===== config.mk =====
export PLATFORM = sky130hd
export DESIGN_NAME = adc_result_fifo
export DESIGN_NICKNAME = d
export VERILOG_FILES = /design/src/rtl/adcq_pkg.sv /design/src/rtl/adcq_pack.sv /design/src/rtl/adcq_store.sv /design/src/rtl/adcq_flags.sv /design/src/rtl/adc_result_fifo.sv
export SDC_FILE = /design/constraint.sdc
export NUM_CORES = 1
export LEC_CHECK = 0
export ABC_AREA = 1
export BUFFER_PORTS_ARGS = -buffer_cell sky130_fd_sc_hd__buf_2
export CELL_PAD_IN_SITES_DETAIL_PLACEMENT = 2
export CELL_PAD_IN_SITES_GLOBAL_PLACEMENT = 2
export CORE_MARGIN = 5
export CORE_UTILIZATION = 33
export DETAILED_ROUTE_END_ITERATION = 6
export GPL_TIMING_DRIVEN = 0
export MAX_ROUTING_LAYER = met4
export PLACE_DENSITY = 0.75
export SLEW_MARGIN = 40
export SYNTH_ARGS = -nofsm -noshare
export SYNTH_HDL_FRONTEND = slang
export SYNTH_SLANG_ARGS = --single-unit

===== constraint.sdc =====
create_clock -name clk -period 3.6 [get_ports clk]
set_input_delay 0.54 -clock clk [delete_from_list [all_inputs] [get_ports clk]]
set_output_delay 0.54 -clock clk [all_outputs]
set_load 0.1 [all_outputs]

===== src/rtl/adcq_pkg.sv =====
package adcq_pkg;
  localparam int DATA_W = 16;
  localparam int CHAN_W = 5;
  localparam int WORD_W = 32;
  localparam int LVL_W  = 8;
  localparam int FLAG_W = 11;
  localparam int EVT_W  = 8;

  typedef enum logic [1:0] {
    FMT_FULL = 2'd0,
    FMT_DATA = 2'd1,
    FMT_RAW  = 2'd2,
    FMT_RSVD = 2'd3
  } fmt_e;

  // flag positions owned by the queue itself
  localparam int BIT_LVL = 8;
  localparam int BIT_UFL = 9;
  localparam int BIT_OFL = 10;
  // bit 1 has no source
  localparam logic [FLAG_W-1:0] FLAG_IMPL = 11'b111_1111_1101;

  // fixed field positions of the packed word
  localparam int POS_CHAN = 16;
  localparam int POS_INV  = 24;
  localparam int POS_CLIP = 31;
endpackage


===== src/rtl/adcq_pack.sv =====
module adcq_pack
  import adcq_pkg::*;
(
  input  logic [1:0]        fmt,
  input  logic [DATA_W-1:0] data,
  input  logic [DATA_W-1:0] raw,
  input  logic [CHAN_W-1:0] chan,
  input  logic              inv,
  input  logic              clip,
  output logic [WORD_W-1:0] word
);
  always_comb begin
    word = '0;
    unique case (fmt_e'(fmt))
      FMT_DATA: word[DATA_W-1:0] = data;
      FMT_RAW:  word[DATA_W-1:0] = raw;
      default: begin
        word[DATA_W-1:0]               = data;
        word[POS_CHAN +: CHAN_W]       = chan;
        word[POS_INV]                  = inv;
        word[POS_CLIP]                 = clip;
      end
    endcase
  end
endmodule


===== src/rtl/adcq_store.sv =====
module adcq_store #(
  parameter int DEPTH = 16,
  parameter int W     = 32,
  localparam int AW   = (DEPTH > 1) ? $clog2(DEPTH) : 1,
  localparam int CW   = $clog2(DEPTH + 1)
) (
  input  logic          clk,
  input  logic          rst_n,
  input  logic          flush,
  input  logic          push,
  input  logic          pop,
  input  logic [W-1:0]  wdata,
  output logic [W-1:0]  rdata,
  output logic [CW-1:0] count,
  output logic          empty,
  output logic          full,
  output logic          ovf_evt,
  output logic          ufl_evt
);
  localparam logic [AW-1:0] LAST  = AW'(DEPTH - 1);
  localparam logic [CW-1:0] CFULL = CW'(DEPTH);

  logic [W-1:0]  mem [DEPTH];
  logic [AW-1:0] wptr, rptr;
  logic          do_push, do_pop;

  function automatic logic [AW-1:0] step(input logic [AW-1:0] p);
    return (p == LAST) ? '0 : p + 1'b1;
  endfunction

  assign empty   = (count == '0);
  assign full    = (count == CFULL);
  assign do_push = push && !full && !flush;
  assign do_pop  = pop && !empty && !flush;
  assign ovf_evt = push && full;
  assign ufl_evt = pop && empty;
  assign rdata   = empty ? '0 : mem[rptr];

  always_ff @(posedge clk) begin
    if (do_push) mem[wptr] <= wdata;
  end

  always_ff @(posedge clk or negedge rst_n) begin
    if (!rst_n) begin
      wptr  <= '0;
      rptr  <= '0;
      count <= '0;
    end else if (flush) begin
      wptr  <= '0;
      rptr  <= '0;
      count <= '0;
    end else begin
      if (do_push) wptr <= step(wptr);
      if (do_pop)  rptr <= step(rptr);
      unique case ({do_push, do_pop})
        2'b10:   count <= count + 1'b1;
        2'b01:   count <= count - 1'b1;
        default: count <= count;
      endcase
    end
  end
endmodule


===== src/rtl/adcq_flags.sv =====
module adcq_flags
  import adcq_pkg::*;
(
  input  logic              clk,
  input  logic              rst_n,
  input  logic [FLAG_W-1:0] set_vec,
  input  logic              clr_en,
  input  logic [FLAG_W-1:0] clr_mask,
  input  logic [FLAG_W-1:0] en_mask,
  output logic [FLAG_W-1:0] flags,
  output logic              irq
);
  for (genvar i = 0; i < FLAG_W; i++) begin : g_bit
    if (FLAG_IMPL[i]) begin : g_impl
      always_ff @(posedge clk or negedge rst_n) begin
        if (!rst_n)
          flags[i] <= 1'b0;
        else if (set_vec[i])
          flags[i] <= 1'b1;
        else if (clr_en && clr_mask[i])
          flags[i] <= 1'b0;
      end
    end else begin : g_none
      assign flags[i] = 1'b0;
    end
  end

  assign irq = |(flags & en_mask);
endmodule


===== src/rtl/adc_result_fifo.sv =====
module adc_result_fifo
  import adcq_pkg::*;
#(
  parameter int DEPTH = 16
) (
  input  logic              clk,
  input  logic              rst_n,
  input  logic              in_valid,
  output logic              in_ready,
  input  logic [DATA_W-1:0] in_data,
  input  logic [DATA_W-1:0] in_raw,
  input  logic [CHAN_W-1:0] in_chan,
  input  logic              in_invalid,
  input  logic              in_clipped,
  input  logic [1:0]        cfg_fmt,
  input  logic [LVL_W-1:0]  cfg_thresh,
  input  logic              cfg_dma_en,
  input  logic              flush,
  input  logic [EVT_W-1:0]  seq_evt,
  input  logic              rd_en,
  output logic [WORD_W-1:0] rd_data,
  output logic [LVL_W-1:0]  level,
  output logic              empty,
  output logic              full,
  input  logic [FLAG_W-1:0] irq_en,
  input  logic              flag_clr,
  input  logic [FLAG_W-1:0] flag_clr_mask,
  output logic [FLAG_W-1:0] irq_flags,
  output logic              irq,
  output logic              dma_req
);
  localparam int CW = $clog2(DEPTH + 1);

  initial begin
    if (DEPTH < 1 || DEPTH >= (1 << LVL_W))
      $error("DEPTH out of range for the level field");
  end

  logic [WORD_W-1:0] packed_w;
  logic [CW-1:0]     count;
  logic              ovf_evt, ufl_evt;
  logic [FLAG_W-1:0] set_vec;

  assign in_ready = 1'b1;

  adcq_pack u_pack (
    .fmt  (cfg_fmt),
    .data (in_data),
    .raw  (in_raw),
    .chan (in_chan),
    .inv  (in_invalid),
    .clip (in_clipped),
    .word (packed_w)
  );

  adcq_store #(.DEPTH(DEPTH), .W(WORD_W)) u_store (
    .clk     (clk),
    .rst_n   (rst_n),
    .flush   (flush),
    .push    (in_valid),
    .pop     (rd_en),
    .wdata   (packed_w),
    .rdata   (rd_data),
    .count   (count),
    .empty   (empty),
    .full    (full),
    .ovf_evt (ovf_evt),
    .ufl_evt (ufl_evt)
  );

  assign level = LVL_W'(count);

  always_comb begin
    set_vec = '0;
    for (int i = 0; i < EVT_W; i++) begin
      if (FLAG_IMPL[i]) set_vec[i] = seq_evt[i];
    end
    set_vec[BIT_LVL] = (level > cfg_thresh);
    set_vec[BIT_UFL] = ufl_evt;
    set_vec[BIT_OFL] = ovf_evt;
  end

  adcq_flags u_flags (
    .clk      (clk),
    .rst_n    (rst_n),
    .set_vec  (set_vec),
    .clr_en   (flag_clr),
    .clr_mask (flag_clr_mask),
    .en_mask  (irq_en),
    .flags    (irq_flags),
    .irq      (irq)
  );

  assign dma_req = cfg_dma_en && !empty;
endmodule


# Word-level counts from Yosys, hierarchy flattened
# Memory sizes are Yosys's and may differ from the RTL's.
# Cells that the tools add are included.
# classes
add_sub_neg	4
order_cmp	1
n_eq_ne	7
mux	35
bitwise	1
n_reduce_logical	36
# op_table
op	n
32-bit 2-to-1 mux	1
1-bit 2-to-1 mux	24
4-bit 2-to-1 mux	6
2-bit nonzero test	12
1-bit logical AND	17
16-bit 2-to-1 mux	1
11-bit bitwise AND	1
11-bit OR reduction	1
5-bit 2-to-1 mux	2
5-bit one-hot mux with 2 select lines	1
4-bit by 1-bit adder with 4-bit output, second input constant	2
4-bit == test, second input constant	2
5-bit by 8-bit > comparator with 1-bit output	1
5-bit by 1-bit adder with 5-bit output, second input constant	1
5-bit == test, second input constant	1
5-bit zero test	1
5-bit by 1-bit subtractor with 5-bit output, second input constant	1
2-bit by 1-bit == test with 1-bit output, second input constant	2
2-bit == test, second input constant	2
1-bit zero test	3
3-bit nonzero test	1
2-bit OR reduction	1
# word_totals
reg_bits	23
ram_bits	368
input_bits	86
output_inout_bits	56
mem_count	1
# mem_list
memory	words	width	read_ports	rd_clocked_by_memory_dff	write_ports	line	source
u_store.mem	16	23	1	0	1	adcq_store.sv:23	logic [W-1:0] mem [DEPTH];

# Depth between registers and ports, before layout
# Gate-level depths: netlist of run 1.
# logic_depth
ltp_word	7
ltp_mapped	15
mapped_depth_nobuf	15

# By module
# A second synthesis of run 1 with hierarchy kept.
# hier_totals
hier_cells	1656
hier_area_um2	22029.9
# modules_own_cells
mod	n_inst	cells_per_inst	area_each_um2	seq_area_each_um2
adcq_store	1	1491	20981.4	15700.1
adcq_flags	1	52	457.9	250.2
adcq_pack	1	78	384.1	0.0
adc_result_fifo	1	35	206.4	0.0

# Worst setup path after synthesis of run 1
# No wires, ideal clock.
# synth_path
path_kind	register -> output
start	register u_store.count[4]
end	output port rd_data[13]
arrival_time_ns	4.586
required_ns	3.060
setup_slack_ns	-1.526
stages_incl_launch_ff	6
path_cell_list	dfrtp_1 > inv_1 > nand3_2 > clkinv_1 > buf_1 > a211oi_1
# synth_between
elab_chain_cells	2
# synth_rtl
element	line	source
start, declared	adcq_store.sv:14	output logic [CW-1:0] count,
start signal, assigned	adcq_store.sv:56	2'b10: count <= count + 1'b1;
start signal, assigned	adcq_store.sv:57	2'b01: count <= count - 1'b1;
start signal, assigned	adcq_store.sv:58	default: count <= count;
5-bit zero test	adcq_store.sv:31	assign empty = (count == '0);
net empty	adc_result_fifo.sv:23	output logic empty,
32-bit 2-to-1 mux	adcq_store.sv:37	assign rdata = empty ? '0 : mem[rptr];
end, declared	adc_result_fifo.sv:21	output logic [WORD_W-1:0] rd_data,
# The timed path passes the listed nets, and every way through them passes these cells.

# Final worst setup path of run 1
# layout_path
start	register u_store.rptr[0]
end	output port rd_data[13]
# layout_between
elab_chain_cells	2
# layout_rtl
element	line	source
start, declared	adcq_store.sv:24	logic [AW-1:0] wptr, rptr;
start signal, assigned	adcq_store.sv:54	if (do_pop) rptr <= step(rptr);
memory read 16 x 23 bit	-	
32-bit 2-to-1 mux	adcq_store.sv:37	
# Every way passes these cells.

==> results.tsv, run 1 <==
metric	value	unit
fin_crit_sh	97.6	%
ys.flop_type	edfxtp_1	
grt_pass1_wl	82700	um
finalMaxSlewViolations	0	
drv_cap	0	
grt.overflow.total	0	
insertion_delay	0.58	ns
hold_buffers	0	
synthMostInstantiatedCell	edfxtp_1	
antenna_found_initial	0	
initial_core_util	33.3	%
grt_util_all_layers	21.2	%
syn_inst	1220	
diodes	0	
finalHoldViolCount	0	
post-place-cells	2045	
fin_cells	2122	
synth_cell_types	42	
hp-class	in2async	
crit_fanout	10	
mappedNetlistArea	16200	sq um
core_area	48800	sq um
synth_top_area_cell	edfxtp_1	
start_kind	register	
root_buffer	clkbuf_16	
drt-total-wl	56300	um
layout_min_cycle_time	3.51	ns
die_area	53800	sq um
grt_start_max_net_pins	24	
cp_data_required_time	3.06	ns
wl_per_cell	26.5	um
rows	81	
vias	11300	
route.detailed.drc	0	
end_kind	primary output	
crit_type	reg2out	
htree_levels	2	
clk_pin_slew	0.06	ns
crit_arrival	2.97	ns
synth-seq-cells	391	
setup-violations-final	0	
viasPerCell	5.32	
yosys_warnings	0	
syn_to_final_growth	22.3	%
final_util	40.7	%
drive_gt1_share	24.6	%
status	complete, no violations	
place.gp.congestion	0.797	
power_leakage	0.00720	uW
synth_area_leaders	edfxtp_1 68%, nand2_1 5.1%, dfrtp_1 3.5%	
clock_skew	0.0332	ns
synth_edf_count	368	
synth_top_cell_area_share	68.0	%
avgSynthCellArea	13.3	sq um
die_y	232	um
ys_async_sr_fraction	5.88	%
power_density	822	nW/um^2
slowest_stage	dfrtp_1	
numCtsBuffers	44	
vdd_drop_max	898	uV
tightest_slew	0.822	ns
drtPass1Iterations	5	
drt_iter0_drc	868	
grt_pass1_vias	12800	
num_io_pins	142	
portBuffers	123	
crit_path_cell_trace	buf_4 > clkinv_2 > buf_4 > buf_4 > nand2_1 > a221oi_1 > nor2_1 > a211oi_2 > buf_6	
nets	1526	
p_total	16300	uW
seq_area_frac_synth	71.6	%
timing.fmax	285	MHz
slowest_delay	0.43	ns
die_x	232	um
tritoncts	yes	
cts_sinks	391	
hpwl	38700	um
ys_top_cells_by_count	368 x edfxtp_1, 219 x nand2_1, 96 x a21oi_1	
drt.antenna.violating_nets	0	
slew_headroom	45.2	%
post-cts-setup-buffers	0	
cts_buffer_depth	3	
cp_common_cell	buf_4	
==> what timing repair did <==
action | CTS | global route
resized for setup | 41 | 32
setup endpoints to repair | 23 | 19
endpoints found under the hold margin | 0 | 0
pin swaps | 0 | 1
==> final cells by class <==
class | count | area, sq um
Fill cell | 4958 | 29000
Sequential cell | 391 | 11600
Multi-Input combinational cell | 718 | 4330
Clock buffer | 59 | 1170
Timing Repair Buffer | 149 | 1090
Tap cell | 664 | 831
Buffer | 84 | 488
Clock inverter | 18 | 171
Inverter | 39 | 154
==> stage by stage <==
stage / setup WS, ns / hold slack, ns / cell area, sq um / TNS [ns]
2_1_floorplan: -0.544 / 0.244 / 16400 / -7.05
3_5_place_dp: 0.259 / 0.495 / 18300 / 0
5_1_grt: -0.00661 / 0.0398 / 19900 / -0.0143
3_3_place_gp: -1.36 / 0.489 / 17800 / -125.05
6_report: 0.0870 / 0.00786 / 19900 / 0
4_1_cts: 0.000319 / 0.00428 / 19800 / 0
==> worst max-delay path, delay by kind of cell (launching register included) <==
family          cells  cell delay (ns)
buf+inv             5             1.08
flops               1             0.43
simple gates        2             0.23
compound gates      2             0.67
==> placed cells by master, fill, tap and decap left out, types with 13 or more instances in the layout <==
cell / instances
edfxtp_1: 368
nand2_1: 219
buf_2: 137
a21oi_1: 96
nor2_1: 68
mux2i_1: 46
clkbuf_16: 44
buf_4: 43
o21ai_0: 39
inv_1: 31
clkbuf_1: 30
o22ai_1: 27
nor3_1: 25
o221ai_1: 24
a221oi_1: 22
dfrtp_1: 18
o21ai_1: 17
mux2_2: 16
nor2_4: 14
conb_1: 14
ha_1: 13
==> state kept, by name, indices dropped and copies added (netlist names) <==
signal         cells
u_flags.flags     10
u_store.count      5
u_store.mem      368
u_store.rptr       4
u_store.wptr       4
==> final timing paths <==
path                       cells past startpoint  slack, ns           endpoint              from
min in group clk                               2       0.15   u_flags.flags[2]        seq_evt[2]
setup / recovery                               9       0.09        rd_data[13]   u_store.rptr[0]
hold / removal                                 1      0.008    u_store.rptr[2]             rst_n
setup reg to reg                               7       1.05  u_store.mem[6][1]  u_store.count[1]
hold reg to reg                                1       0.52   u_flags.flags[4]  u_flags.flags[4]
max in group asynchronous                      1       3.11   u_store.count[2]             rst_n
==> per-layer routing <==
layer / track usage (%) / up-vias / routed length (um)
met5: - / - / 0
met2: 36.3 / 400 / 28700
met1: 25.2 / 5882 / 22500
met3: 3.88 / 104 / 3060
met4: 7.88 / 0 / 1980
li1: - / 4895 / -
==> kinds of logic (layout without fill, tap and decap cells) <==
kind of cell | count (synthesis) | after routing | synth area share, %
AOI/OAI and AO/OA | 265 | 265 | 10.2
xor gates and xnor gates | 2 | 2 | 0.108
adders and majority gates | 13 | 13 | 1.00
buffers and inverters | 123 | 349 | 3.80
DFF | 391 | 391 | 71.6
muxes | 62 | 62 | 3.94
other | 2 | 14 | 0.0462
and+or+nand+nor | 362 | 362 | 9.30
==> power breakdown <==
| part | total [uW] | switching, uW | leakage (uW) | internal, uW |
|---|---|---|---|---|
| Sequential | 5240 | 109 | 0.00361 | 5130 |
| Clock | 4330 | 1850 | 0.000646 | 2480 |
| Combinational | 6770 | 5160 | 0.00295 | 1610 |
Note: power is estimated with default switching activity, not from simulation.
==> inputs of run 2 (changes only) <==
- CORE_UTILIZATION: 33 -> 35
- PLACE_DENSITY: 0.75 -> 0.78
==> results.tsv, run 2 (synthesized netlist as in run 1, its figures left out) <==
metric	value	unit	change
grt_pass1_wl	80800	um	-2.3%
slew_headroom	46.4	%	+1.2 points
reg_top3	u_store.mem (368), u_flags.flags (10), u_store.count (5)		
place.gp.congestion	0.808		+1.4%
finalMaxSlewViolations	0		unchanged
rsz0062_at_grt	true		
p_total	16000	uW	-2.2%
die_y	225	um	-2.8%
multi_input_area	4290	sq um	-0.95%
final_cell_mix	368 x edfxtp_1, 219 x nand2_1, 138 x buf_2, 96 x a21oi_1, 69 x nor2_1		
initial_core_util	35.1	%	+1.9 points
tightest_slew	0.804	ns	-0.0185 ns
crit_arrival	3.03	ns	+0.06 ns
final_common_cell	edfxtp_1		
start_kind	register		
cts_buffer_depth	3		unchanged
grt_pass1_vias	12800		-0.30%
drtPass1Iterations	5		unchanged
tritoncts	yes		
wl_per_cell	26.5	um	about the same
grt_start_max_net_pins	24		unchanged
viasPerCell	5.48		+3.1%
crit_type	reg2out		
place_ws	0.408	ns	+0.149 ns
power_leakage	0.00719	uW	-0.21%
post-cts-setup-buffers	0		unchanged
antenna_found_initial	0		unchanged
die_area	50800	sq um	-5.5%
cp_data_required_time	3.06	ns	about the same
drt.antenna.violating_nets	0		unchanged
setup-violations-final	0		unchanged
fin_crit_sh	99.1	%	+1.5 points
top_register	u_store.mem		
clk_pin_slew	0.06	ns	about the same
final.setup.tns	0	ns	unchanged
numCtsBuffers	44		unchanged
status	complete, no violations		
portBuffers	123		unchanged
power_density	811	nW/um^2	-1.4%
cts_sinks	391		unchanged
fill_cells	4634		-6.5%
num_io_pins	142		unchanged
end_kind	primary output		
root_buffer	clkbuf_16		
hpwl	38100	um	-1.5%
hp-class	in2async		
rows	79		-2.5%
drt_iter0_drc	903		+4.0%
grt_util_all_layers	22.0	%	+0.74 points
diodes	0		unchanged
largest_reg_flops	368		unchanged
core_area	46300	sq um	-5.3%
grt.overflow.total	0		unchanged
insertion_delay	0.56	ns	-0.02 ns
vdd_drop_max	858	uV	-4.4%
nets	1525		-0.066%
syn_to_final_growth	21.3	%	
htree_levels	2		unchanged
drv_cap	0		unchanged
drt-total-wl	54600	um	-2.9%
setup_slack	0.0317	ns	-0.0554 ns
timing.fmax	280	MHz	-1.6%
holdWs	0.0137	ns	+0.00582 ns
clock_skew	0.0146	ns	-0.0186 ns
vias	11300		+0.21%
finalHoldViolCount	0		unchanged
route.detailed.drc	0		unchanged
drive_gt1_share	24.4	%	-0.24 points
layout_min_cycle_time	3.57	ns	+0.0554 ns
die_x	225	um	-2.8%
seqCellArea	11600	sq um	unchanged
crit_fanout	10		unchanged
-- run 2: cell count changes in the layout (fill, tap and decap cells not counted), sizes merged --
cell / change
inv: -1
clkdlybuf4s15: +1
clkbuf: +3
bufinv: -1
buf: -4
clkinv: +2
clkinvlp: -2
-- run 2: worst max-delay path, stage by stage (launching register included) --
cell      delay, ns
dfrtp_1        0.41
buf_4          0.17
clkinv_2       0.10
buf_4          0.21
buf_4          0.24
nand2_1        0.09
a221oi_1       0.40
nor2_1         0.21
a211oi_4       0.26
clkbuf_4       0.37
-- run 2: metal layers --
metal	GRT usage (%)	share of wire, %
met1	26.2	39
met3	3.53	5.2
met5	-	0
met2	37.7	51
met4	8.36	4.3
-- run 2: final timing paths --
| check | depth (start not counted) | from | slack (ns) | endpoint |
|---|---|---|---|---|
| worst max-delay path | 9 | u_store.rptr[0] | 0.03 | rd_data[15] |
| worst min-delay path | 1 | rst_n | 0.01 | u_store.rptr[3] |
| worst max register to register | 7 | u_store.count[2] | 1.07 | u_store.mem[2][7] |
| worst min register to register | 1 | u_flags.flags[0] | 0.51 | u_flags.flags[0] |
| max in group asynchronous | 1 | rst_n | 3.11 | u_store.count[2] |
| min in group clk | 2 | seq_evt[0] | 0.16 | u_flags.flags[0] |
-- run 2: power breakdown --
group	switching (uW)	internal, uW
registers	103	5130
clock network	1780	2450
logic	5060	1460
-- run 2: repair_timing --
action,4_1_cts,5_1_grt
pin swaps,0,0
endpoints found under the setup margin,19,17
hold buffers,0,0
cloned,0,0
gates resized for setup,22,23
-- run 2: area by class of cell --
| class | count | area share (%) |
|---|---|---|
| repair buffers | 148 | 5.47 |
| well taps | 607 | 3.85 |
| plain buffers | 84 | 2.46 |
| clock buffers | 60 | 6.05 |
| multi-input cells | 718 | 21.8 |
| clock inverters | 16 | 0.616 |
| flip-flops and latches | 391 | 59.0 |
| inverters | 39 | 0.749 |
-- run 2: stage by stage --
| stage | utilization, % | area (sq um) | cells |
|---|---|---|---|
| floorplan | - | 16400 | 1232 |
| global placement | 38.4 | 17800 | 1962 |
| detailed placement | 39.5 | 18300 | 1987 |
| CTS | 42.5 | 19700 | 2063 |
| global route | 42.6 | 19700 | 2063 |
| finish | 42.6 | 19700 | 2063 |
==> inputs of run 3 (changes only) <==
- BUFFER_PORTS_ARGS: -buffer_cell sky130_fd_sc_hd__buf_2 -> -buffer_cell sky130_fd_sc_hd__buf_4
- CAP_MARGIN: unset -> 0
==> results.tsv, run 3 (synthesized netlist as in run 1, its figures left out) <==
metric	value	unit	change
cts_buffer_depth	3		unchanged
layout_min_cycle_time	3.55	ns	-0.0219 ns
antenna_found_initial	0		unchanged
final_common_cell	edfxtp_1		
end_kind	primary output		
status	complete, no violations		
p_int	9140	uW	+1.2%
met2_usage	38.3	%	+0.69 points
rows	79		unchanged
num_io_pins	142		unchanged
wl_per_cell	27.0	um	+1.9%
r2r_cells	7		unchanged
use_met1	26.6	%	+0.43 points
drt_iter0_drc	967		+7.1%
grt.overflow.total	0		unchanged
cts_sinks	391		unchanged
slew_headroom	46.8	%	+0.34 points
min_path_cells	2		
power_density	809	nW/um^2	-0.22%
viasPerCell	5.47		-0.21%
path_delay_family	buffers and inverters		
finalHoldViolCount	0		unchanged
min_to	u_flags.flags[3]		
grt_start_max_net_pins	24		unchanged
clk_pin_slew	0.06	ns	about the same
power_leakage	0.00729	uW	+1.4%
slowest_delay	0.38	ns	-0.03 ns
worst-path-buf-inv	5		unchanged
numCtsBuffers	44		unchanged
fin_crit_sh	98.5	%	-0.61 points
drt.antenna.violating_nets	0		unchanged
drive_gt1_share	24.5	%	+0.12 points
r2r_end	u_store.mem[0][15]		
grt_util_all_layers	22.6	%	+0.61 points
dpl-instance-area	18600	sq um	+1.7%
finalMaxSlewViolations	0		unchanged
tritoncts	yes		
die_area	50800	sq um	unchanged
hp-class	in2reg		
syn_to_final_growth	23.3	%	
setup-violations-final	0		unchanged
top_usage_layer	met2		
crit_fanout	10		unchanged
combPwrFrac	41.5	%	+0.7 points
grt_pass1_vias	12900		+0.95%
top_register	u_store.mem		
worstReg2RegStart	u_store.count[2]		
p_sw_share	43.5	%	+0.095 points
portBuffers	123		unchanged
die_y	225	um	unchanged
hpwl	38800	um	+1.7%
insertion_delay	0.58	ns	+0.02 ns
slowest_stage	buf_2		
clock_skew	0.0230	ns	+0.00842 ns
r2r_slack	1.04	ns	-0.03 ns
crit_arrival	3.01	ns	-0.02 ns
htree_levels	2		unchanged
stdcell_area	20000	sq um	+1.6%
largest_reg_flops	368		unchanged
hp-start	seq_evt[3]		
grt_pass1_wl	82300	um	+1.9%
drv_cap	0		unchanged
root_buffer	clkbuf_16		
place.gp.congestion	0.813		+0.67%
timing.fmax	282	MHz	+0.62%
core_area	46300	sq um	unchanged
vias	11300		-0.16%
diodes	0		unchanged
start_kind	register		
initial_core_util	35.1	%	unchanged
pwr-share-clk	26.2	%	-0.2 points
die_x	225	um	unchanged
pwr-share-seq	32.3	%	-0.4 points
drt-total-wl	55700	um	+2.0%
vdd_drop_max	802	uV	-6.5%
crit_type	reg2out		
crit_path_cell_trace	buf_2 > inv_2 > nor2_1 > inv_2 > buf_2 > o221ai_1 > nor2_1 > a211oi_1 > buf_4		
final_cell_mix	368 x edfxtp_1, 219 x nand2_1, 150 x buf_4, 96 x a21oi_1, 67 x nor2_1		
route.detailed.drc	0		unchanged
use_met3	4.35	%	+0.82 points
tightest_slew	0.798	ns	-0.00516 ns
p_switching	7050	uW	+1.6%
final_util	43.3	%	+0.68 points
drtPass1Iterations	5		unchanged
nets	1526		+0.066%
cp_data_required_time	3.06	ns	about the same
rsz0062_at_grt	true		
reg_top3	u_store.mem (368), u_flags.flags (10), u_store.count (5)		
## run 3: routing by layer
layer	wire length [um]	part of all wire [%]
met3	3220	5.8
met4	2190	3.9
met1	21900	39
met5	0	0
met2	28400	51
## run 3: cell type report
| class | count | area [sq um] |
|---|---|---|
| Timing Repair Buffer | 149 | 1380 |
| Tap cell | 607 | 759 |
| Clock buffer | 56 | 1170 |
| Clock inverter | 20 | 143 |
| Inverter | 39 | 148 |
| Sequential cell | 391 | 11600 |
| Multi-Input combinational cell | 718 | 4310 |
| Buffer | 84 | 480 |
| Fill cell | 4597 | 26200 |
## run 3: worst max path at each step
stage | from | end | slack, ns | cells past startpoint
finish | u_store.rptr[2] | rd_data[8] | 0.05 | 9
global placement | flush | u_store.mem[7][5] | -1.33 | 4
CTS | u_store.rptr[1] | rd_data[9] | 0.009 | 8
detailed placement | u_store.rptr[0] | rd_data[31] | 0.45 | 9
global route | u_store.rptr[2] | rd_data[10] | -0.09 | 9
floorplan | u_store.count[4] | rd_data[10] | -0.54 | 5
## run 3: metrics by stage
stage | std cells | hold WS [ns] | total power (uW) | TNS, ns | setup slack [ns]
global route | 2064 | 0.132 | 16800 | -0.258 | -0.0891
detailed placement | 1987 | 0.478 | 11800 | 0 | 0.448
global placement | 1962 | 0.473 | 11600 | -105.98 | -1.33
floorplan | 1232 | 0.244 | 9850 | -7.05 | -0.544
finish | 2064 | 0.159 | 16200 | 0 | 0.0536
CTS | 2064 | 0.127 | 16200 | 0 | 0.00876
## run 3: repair_timing
| action | CTS | global route |
|---|---|---|
| hold buffers | 1 | 0 |
| pin swaps | 0 | 1 |
| setup endpoints to repair | 12 | 15 |
| setup buffers | 0 | 0 |
| hold endpoints to repair | 23 | 0 |
| gates resized for setup | 13 | 20 |
## run 3: worst reg2reg max path, cell delays in order (launching register included)
cell,delay [ns]
dfrtp_2,0.45
nor2_2,0.08
nand3_2,0.11
nand3_2,0.23
inv_1,0.24
nand2_1,0.29
nor2_4,0.62
buf_8,0.24
## run 3: power by group through the flow
| stage | logic (uW) | registers (uW) | clock network [uW] |
|---|---|---|---|
| after detailed placement | 6510 | 5330 | 0 |
| after global routing | 7040 | 5240 | 4550 |
| final | 6720 | 5230 | 4240 |
| after global placement | 6260 | 5320 | 0 |
| after CTS | 6650 | 5240 | 4320 |
| after floorplan | 4250 | 5600 | 0 |
